### config.mk
export PLATFORM = sky130hd
export DESIGN_NAME = cs_conv_seq
export DESIGN_NICKNAME = d
export VERILOG_FILES = /design/src/rtl/cs_pkg.sv /design/src/rtl/cs_modtick.sv /design/src/rtl/cs_sequencer.sv /design/src/rtl/cs_drdy.sv /design/src/rtl/cs_conv_seq.sv
export SDC_FILE = /design/constraint.sdc
export NUM_CORES = 1
export LEC_CHECK = 0
export ABC_AREA = 1
export CAP_MARGIN = 20
export CORE_MARGIN = 5
export CORE_UTILIZATION = 35
export DETAILED_ROUTE_END_ITERATION = 8
export PLACE_DENSITY = 0.62
export SYNTH_ARGS = -nofsm -noshare
export SYNTH_HDL_FRONTEND = slang
export SYNTH_SLANG_ARGS = --single-unit
### constraint.sdc
create_clock -name clk -period 4.7 [get_ports clk]
set_input_delay 0.94 -clock clk [delete_from_list [all_inputs] [get_ports clk]]
set_output_delay 0.94 -clock clk [all_outputs]
set_load 0.02 [all_outputs]
### src/rtl/cs_pkg.sv
package cs_pkg;
  typedef enum logic [1:0] {
    ST_IDLE = 2'd0,
    ST_CONV = 2'd1,
    ST_PDN  = 2'd2
  } seq_state_e;

  localparam int unsigned RATE_CODES = 8;
  localparam int unsigned HIGH_TICKS = 2;
endpackage

### src/rtl/cs_modtick.sv
module cs_modtick #(
  parameter int unsigned CLK_PER_MOD = 4
) (
  input  logic clk,
  input  logic rst_n,
  input  logic restart,
  input  logic turbo,
  output logic tick
);
  localparam int unsigned CW   = $clog2(CLK_PER_MOD + 1);
  localparam int unsigned HALF = CLK_PER_MOD / 2;

  logic [CW-1:0] pcnt_q, pcnt_d, lim_m1;

  always_comb begin
    lim_m1 = turbo ? CW'(HALF - 1) : CW'(CLK_PER_MOD - 1);
    tick   = (pcnt_q >= lim_m1);
    if (restart || tick) pcnt_d = '0;
    else                 pcnt_d = pcnt_q + 1'b1;
  end

  always_ff @(posedge clk or negedge rst_n) begin
    if (!rst_n) pcnt_q <= '0;
    else        pcnt_q <= pcnt_d;
  end
endmodule

### src/rtl/cs_sequencer.sv
module cs_sequencer
  import cs_pkg::*;
#(
  parameter int unsigned LEN_W = 16,
  parameter int unsigned CONV_TICKS [RATE_CODES] = '{12800, 5688, 2844, 1462, 775, 426, 256, 256}
) (
  input  logic       clk,
  input  logic       rst_n,
  input  logic       start,
  input  logic       pdown,
  input  logic       sreset,
  input  logic       cont,
  input  logic       tick,
  input  logic [2:0] rate,
  output seq_state_e state,
  output logic       conv_done,
  output logic       tick_restart
);
  seq_state_e       st_q, st_d;
  logic [LEN_W-1:0] cnt_q, cnt_d, len_q, len_d, cnt_inc, len_sel;

  always_comb begin
    len_sel      = LEN_W'(CONV_TICKS[rate]);
    cnt_inc      = cnt_q + 1'b1;
    st_d         = st_q;
    cnt_d        = cnt_q;
    len_d        = len_q;
    conv_done    = 1'b0;
    tick_restart = 1'b0;
    if (sreset) begin
      st_d         = ST_IDLE;
      cnt_d        = '0;
      tick_restart = 1'b1;
    end else if (pdown) begin
      st_d  = ST_PDN;
      cnt_d = '0;
    end else if (start) begin
      st_d         = ST_CONV;
      cnt_d        = '0;
      len_d        = len_sel;
      tick_restart = 1'b1;
    end else if (st_q == ST_CONV && tick) begin
      if (cnt_inc == len_q) begin
        conv_done = 1'b1;
        cnt_d     = '0;
        if (cont) len_d = len_sel;
        else      st_d  = ST_IDLE;
      end else begin
        cnt_d = cnt_inc;
      end
    end
  end

  always_ff @(posedge clk or negedge rst_n) begin
    if (!rst_n) begin
      st_q  <= ST_IDLE;
      cnt_q <= '0;
      len_q <= '0;
    end else begin
      st_q  <= st_d;
      cnt_q <= cnt_d;
      len_q <= len_d;
    end
  end

  assign state = st_q;
endmodule

### src/rtl/cs_drdy.sv
module cs_drdy
  import cs_pkg::*;
(
  input  logic clk,
  input  logic rst_n,
  input  logic tick,
  input  logic done,
  input  logic rd_req,
  input  logic sreset,
  output logic drdy_n
);
  logic       drdy_q, drdy_d, pend_q, pend_d;
  logic [1:0] hi_q, hi_d, hi_inc;

  always_comb begin
    hi_inc = (tick && hi_q != 2'(HIGH_TICKS)) ? hi_q + 1'b1 : hi_q;
    drdy_d = drdy_q;
    hi_d   = hi_inc;
    pend_d = pend_q;
    if (done) begin
      if (drdy_q) begin
        if (hi_inc == 2'(HIGH_TICKS)) begin
          drdy_d = 1'b0;
          pend_d = 1'b0;
        end else begin
          pend_d = 1'b1;
        end
      end else begin
        drdy_d = 1'b1;
        hi_d   = '0;
        pend_d = 1'b1;
      end
    end else if (rd_req || sreset) begin
      if (!drdy_q) begin
        drdy_d = 1'b1;
        hi_d   = '0;
      end
      if (sreset || !drdy_q) pend_d = 1'b0;
    end else if (pend_q && drdy_q && hi_inc == 2'(HIGH_TICKS)) begin
      drdy_d = 1'b0;
      pend_d = 1'b0;
    end
  end

  always_ff @(posedge clk or negedge rst_n) begin
    if (!rst_n) begin
      drdy_q <= 1'b1;
      hi_q   <= 2'(HIGH_TICKS);
      pend_q <= 1'b0;
    end else begin
      drdy_q <= drdy_d;
      hi_q   <= hi_d;
      pend_q <= pend_d;
    end
  end

  assign drdy_n = drdy_q;
endmodule

### src/rtl/cs_conv_seq.sv
module cs_conv_seq
  import cs_pkg::*;
#(
  parameter int unsigned DW          = 24,
  parameter int unsigned CLK_PER_MOD = 4,
  parameter int unsigned LEN_W       = 16,
  parameter int unsigned CONV_TICKS [RATE_CODES] = '{12800, 5688, 2844, 1462, 775, 426, 256, 256}
) (
  input  logic          clk,
  input  logic          rst_n,
  input  logic          start_req,
  input  logic          pdown_req,
  input  logic          sreset_req,
  input  logic          read_req,
  input  logic          cont_mode,
  input  logic          turbo,
  input  logic [2:0]    rate_sel,
  input  logic [DW-1:0] flt_word,
  output logic [DW-1:0] rd_data,
  output logic          drdy_n
);
  logic [1:0]    rst_sync_q;
  logic          rst_int_n;
  logic          mod_tick, tick_restart, conv_done;
  seq_state_e    st;
  logic [DW-1:0] buf_q, buf_d;

  always_ff @(posedge clk or negedge rst_n) begin
    if (!rst_n) rst_sync_q <= 2'b00;
    else        rst_sync_q <= {rst_sync_q[0], 1'b1};
  end
  assign rst_int_n = rst_sync_q[1];

  cs_modtick #(.CLK_PER_MOD(CLK_PER_MOD)) u_tick (
    .clk     (clk),
    .rst_n   (rst_int_n),
    .restart (tick_restart),
    .turbo   (turbo),
    .tick    (mod_tick)
  );

  cs_sequencer #(.LEN_W(LEN_W), .CONV_TICKS(CONV_TICKS)) u_seq (
    .clk          (clk),
    .rst_n        (rst_int_n),
    .start        (start_req),
    .pdown        (pdown_req),
    .sreset       (sreset_req),
    .cont         (cont_mode),
    .tick         (mod_tick),
    .rate         (rate_sel),
    .state        (st),
    .conv_done    (conv_done),
    .tick_restart (tick_restart)
  );

  cs_drdy u_drdy (
    .clk    (clk),
    .rst_n  (rst_int_n),
    .tick   (mod_tick),
    .done   (conv_done),
    .rd_req (read_req),
    .sreset (sreset_req),
    .drdy_n (drdy_n)
  );

  always_comb begin
    buf_d = buf_q;
    if (sreset_req)     buf_d = '0;
    else if (conv_done) buf_d = flt_word;
  end

  always_ff @(posedge clk or negedge rst_int_n) begin
    if (!rst_int_n) buf_q <= '0;
    else            buf_q <= buf_d;
  end

  assign rd_data = buf_q;
endmodule

* Word-level counts from Yosys, hierarchy flattened
Memories as Yosys holds them, arrays and structs flattened.
Index checks and enable logic that the tools add are counted.
** Storage, ports and cells
- Word-level logic and storage cells :: 83
- Output and inout bits :: 25
- Memories kept :: 1
- Bits of input ports :: 35
- Bits in registers :: 67
- Memory bits (read-only) :: 256
** Memory list
- (no name shown) :: words 8, bits a word 32, rd ports 1, clocked after memory_dff 0, write ports 0, RTL line cs_sequencer.sv:23 : len_sel = LEN_W'(CONV_TICKS[rate]);
** Operators by class
- Equal/unequal tests :: 6
- Order comparisons :: 2
- Multiplexer cells :: 41
- Bitwise logic cells :: 3
- $add $sub $neg :: 3
- Reductions and logical operators :: 18
** Operator list (number)
- $mux 16 :: 11
- $mux 24 :: 2
- $mux 2 :: 11
- $add 16x1->16 const B :: 1
- $eq 16x16->1 :: 1
- $mux 1 :: 16
- $reduce_bool 2->1 :: 4
- $reduce_bool 4->1 :: 2
- $reduce_and 5->1 :: 1
- $ge 4x4->1 const B :: 1
- $logic_and 1x1->1 :: 4
- $ne 4x4->1 const B :: 1
- $not 3->4 :: 1
- $add 3x1->3 const B :: 1
- $ge 3x3->1 :: 1
- $logic_or 1x1->1 :: 3
- $mux 3 :: 1
- $ne 3x3->1 const B :: 1
- $reduce_and 3->1 :: 1
- $reduce_bool 3->1 :: 1
- $add 2x1->2 const B :: 1
- $eq 2x1->1 const B :: 1
- $eq 2x2->1 const B :: 1
- $ne 2x2->1 const B :: 1
- 3 further kinds :: 4

* Longest topological paths before layout
- Depth after elaboration :: 9
- Mapped depth :: 18
- Mapped depth without buffers :: 17

* By module
A second synthesis with hierarchy kept.
** Unflattened totals
- Cell total of the unflattened synthesis :: 470
- Area total of the unflattened synthesis :: 3564.7 sq um
** Modules (own cells, without submodules)
- cs_sequencer :: cells an instance 306, sequential area each 775.7 sq um, area each 2125.8 sq um, instances 1
- cs_conv_seq :: cells an instance 108, sequential area each 650.6 sq um, area each 1023.5 sq um, instances 1
- cs_drdy :: cells an instance 34, sequential area each 102.6 sq um, area each 237.7 sq um, instances 1
- cs_modtick :: cells an instance 22, sequential area each 75.1 sq um, area each 177.7 sq um, instances 1

* Worst setup path after synthesis
No wires, ideal clock.
- Path type :: input to register
- Start :: input turbo
- End :: register u_drdy.pend_q
- Data required time :: 4.587 ns
- Stages on the path :: 13
- Path buffers :: 0
- Data arrival time :: 2.236 ns
- Setup slack :: 2.351 ns
- Setup time :: 0.113 ns
- Path through :: ha_1 > nand2_1 > nand3_1 > inv_1 > or2_2 > a21oi_1 > nor2_1 > nand3_1 > nand3_2 > nand2_1 > nand2_1 > nand2_1 > inv_1
** On the way
- Word-level cells in the longest chain between the ends :: 9
- Elaborated cells on any way between the ends :: 17
- Those cells by class :: 1 x order compare; 2 x eq/ne; 9 x mux; 5 x reduce/logical
** Ends and longest elaborated chain
- from (decl) :: RTL line cs_conv_seq.sv:16 : input logic turbo,
- $mux 2 (*) :: RTL line cs_modtick.sv:16 : lim_m1 = turbo ? CW'(HALF - 1) : CW'(CLK_PER_MOD - 1);
- $ge 3x3->1 (*) :: RTL line cs_modtick.sv:17 : tick = (pcnt_q >= lim_m1);
- $logic_and 1x1->1 :: RTL line cs_sequencer.sv:42 : end else if (st_q == ST_CONV && tick) begin
- $mux 1 :: RTL line cs_sequencer.sv:42
- $mux 1 :: RTL line cs_sequencer.sv:37 : end else if (start) begin
- $mux 1 :: RTL line cs_sequencer.sv:34 : end else if (pdown) begin
- $mux 1 :: RTL line cs_sequencer.sv:30 : if (sreset) begin
- $ne 3x3->1 (no line) / $reduce_bool 3->1 (equally long branches)
- $reduce_and 2->1 (no line)
- to (signal assigned) :: RTL line cs_drdy.sv:53 : pend_q <= pend_d;
- to (decl) :: RTL line cs_drdy.sv:12 : logic drdy_q, drdy_d, pend_q, pend_d;
Every way passes the cells marked *; elsewhere a longest branch is shown, timed or not.
A chain may end at the register's enable or synchronous reset.

* Worst setup path after layout
- Start :: input turbo
- End :: register buf_q[9] (netlist: rd_data[9])
** On the way
- Word-level cells in the longest chain between the ends :: 8
** Ends and longest elaborated chain
- $mux 2 :: RTL line cs_modtick.sv:16
- $ge 3x3->1 :: RTL line cs_modtick.sv:17
- $logic_and 1x1->1 :: RTL line cs_sequencer.sv:42
- $mux 1 :: RTL line cs_sequencer.sv:42
- $mux 1 :: RTL line cs_sequencer.sv:37
- $mux 1 :: RTL line cs_sequencer.sv:34
- $mux 1 :: RTL line cs_sequencer.sv:30
- $reduce_bool 2->1 (no line)
- to (signal assigned) :: RTL line cs_conv_seq.sv:74 : else buf_q <= buf_d;
- to (decl) :: RTL line cs_conv_seq.sv:26 : logic [DW-1:0] buf_q, buf_d;
Every way passes these cells.

==> metrics.csv <==
metric;value;unit
path_clk_slew;70;ps
first_global_vias;3261;
synth_top_area_cell;dfrtp_1;
port_buffers;59;
grt_pass1_wl;15.3;mm
stdcell_area;4630;um^2
core-area;10300;um^2
cts-root-buf;clkbuf_8;
layout_setup_ws;1740;ps
die_y;113;um
yosysTopAreaCellShare;42.1;%
leakage;2.30;nW
synth.distinct_cells;31;
crit_chain;clkdlybuf4s50_1, ha_1, nand2_1, nand3_1, nand3b_1, nor3_1, nand4_1, inv_2, nand3_1, nand2_1;
postPlaceCellArea;4380;um^2
fin_crit;2960;ps
post-route-period-util;62.9;%
start_kind;input pin;
syn_avg_cell_area;7.32;um^2
dr.max_layer_used;met4;
worstPathArrival;3230;ps
drt_iter0_markers;200;
ff2ff_path_depth;13;
pwr_density_cell;308;nW/um^2
route.detailed.drc;0;
clkPwrFrac;42.1;%
numClockSinks;64;
tns;0;ps
numCtsBuffers;9;
syn_area;3690;um^2
max_slew_margin;51.2;%
finalSetupViolCount;0;
antenna_cells;0;
clock_latency;350;ps
start_util;35.7;%
drv_cap;0;
row_count;37;
switching_power;0.379;mW
die_area;12700;um^2
post-cts-setup-buffer-count;0;
synth_cells;504;
final_util;44.9;%
grt_max_degree;52;
critPathKind;in2reg;
dr.pass1.iters;4;
cts_resized;0;
gp_congestion;0.856;
combPwrFrac;14.7;%
num_vias;3420;
dp_slack;1360;ps
critPathCaptureType;flip-flop;
synth-seq-cells;64;
fmax;338;MHz
hold_class;reg2async;
synth_area_leaders;dfrtp_1 42%, nand2_1 15%, nand3_1 12%;
final_common_cell;nand2_1;
finalHoldViolCount;0;
worst_pin_slew;729;ps
final_cell_mix;146 x nand2_1, 89 x nand3_1, 61 x inv_1, 61 x dfrtp_1, 59 x clkdlybuf4s50_1;
cts_hold_buf;0;
pin_count;60;
grt_usage;14.8;%
drt-met1-wl;4.11;mm
wl_per_cell;13.0;um
die_w;113;um
synth_fp_nets;548;
p_sw_share;26.6;%
cts_max_level;3;
ys_warn_count;0;
drt-total-wl;9.16;mm
ant_nets;0;
p_total;1.43;mW
drive_gt1_share;7.23;%
antenna_found_initial;0;
finalMaxSlewViolations;0;
status;completed;
cts_tree;yes;
rsz0062_at_grt;no;
slowest_delay;480;ps
met3_length;391;um
intPower;1.05;mW
ir_drop;0.135;mV
cp_max_fo;24;
fin_nets;606;
grt_overflow;0;
routed_via_density;4.86;
clock_path_buffers;2;
hpwlAfterDp;6.77;mm
fillers;1006;
seq_area_frac_synth;43.5;%
seqPwrFrac;43.2;%
crit_required;4970;ps
cpMaxStageDelayCell;inv_2;
area_growth;25.5;%
dr_wl_met2;4.36;mm
finalClockSkew;14.8;ps
==> layout make-up <==
type                    instances  area [um^2]  area share [%]
clock inverters                 6          115            2.49
well taps                     136          170            3.67
clock buffers                  10          138            2.97
multi-input cells             363         1760            37.9
flip-flops and latches         64         1610            34.7
inverters                      62          233            5.03
repair buffers                 62          613            13.2
==> final timing paths <==
| kind | from | end | slack, ps |
|---|---|---|---|
| max | turbo | rd_data[9] | 1740 |
| min | rst_sync_q[1] | u_seq.len_q[8] | 240 |
| min reg2reg | rst_sync_q[1] | u_seq.len_q[8] | 240 |
| max in group asynchronous | rst_sync_q[1] | u_drdy.hi_q[1] | 3540 |
| max reg2reg | u_seq.cnt_q[0] | rd_data[9] | 1900 |
| min in group clk | rst_sync_q[0] | rst_sync_q[1] | 350 |
==> worst max-delay path, delay by kind of cell <==
kind | cells | cell delay [ps]
fa+ha+maj | 1 | 280
buf+inv | 2 | 890
simple gates | 7 | 1120
==> power by group through the flow <==
stage	combinational (mW)	sequential, mW	clock, mW
6_report	0.209	0.616	0.601
5_1_grt	0.243	0.621	0.633
4_1_cts	0.212	0.616	0.615
3_5_place_dp	0.211	0.626	0
3_3_place_gp	0.207	0.625	0
2_1_floorplan	0.140	0.623	0
==> cells in the mapped netlist, drive strengths merged <==
library cell and instances:
nand2 149, nand3 92, dfrtp 62, inv 62
nor2 52, o21ai 27, buf 11, nand4 11
a21oi 10, ha 9, clkbuf 4, nand3b 4
nor3 3, dfstp 2, or2 2, conb 1
o211ai 1, xnor2 1, xor2 1
==> flip-flops by register name (all words and copies together) (netlist names), 2 cells and up <==
signal	flops
rd_data	24
rst_sync_q	2
u_drdy.hi_q	2
u_seq.cnt_q	16
u_seq.len_q	13
u_seq.state	2
u_tick.pcnt_q	3
==> metrics by stage <==
| stage | hold WS (ps) | instances |
|---|---|---|
| detailed placement | 265 | 687 |
| finish | 243 | 703 |
| global placement | 263 | 687 |
| global route | 292 | 703 |
| floorplan | 331 | 504 |
| CTS | 273 | 703 |
==> logic make-up (layout without fill, tap and decap cells) <==
family                     count (synthesis)  in the layout  synth area share (%)
and+or+nand+nor                          313            313                  38.5
buffers and inverters                     77            140                  8.89
DFF                                       64             64                  43.5
AOI/OAI and AO/OA                         38             38                  5.53
adders and majority gates                  9              9                  3.05
xor gates and xnor gates                   2              2                 0.475
other                                      1              1                 0.102
==> per-layer routing <==
layer / vias to the layer above / global-route usage [%]
met3: 26 / 2.96
met4: 0 / 7.45
met2: 75 / 23.5
met1: 1575 / 19.1
li1: 1744 / -
met5: - / 0
Power figures use the tool's default switching activity.
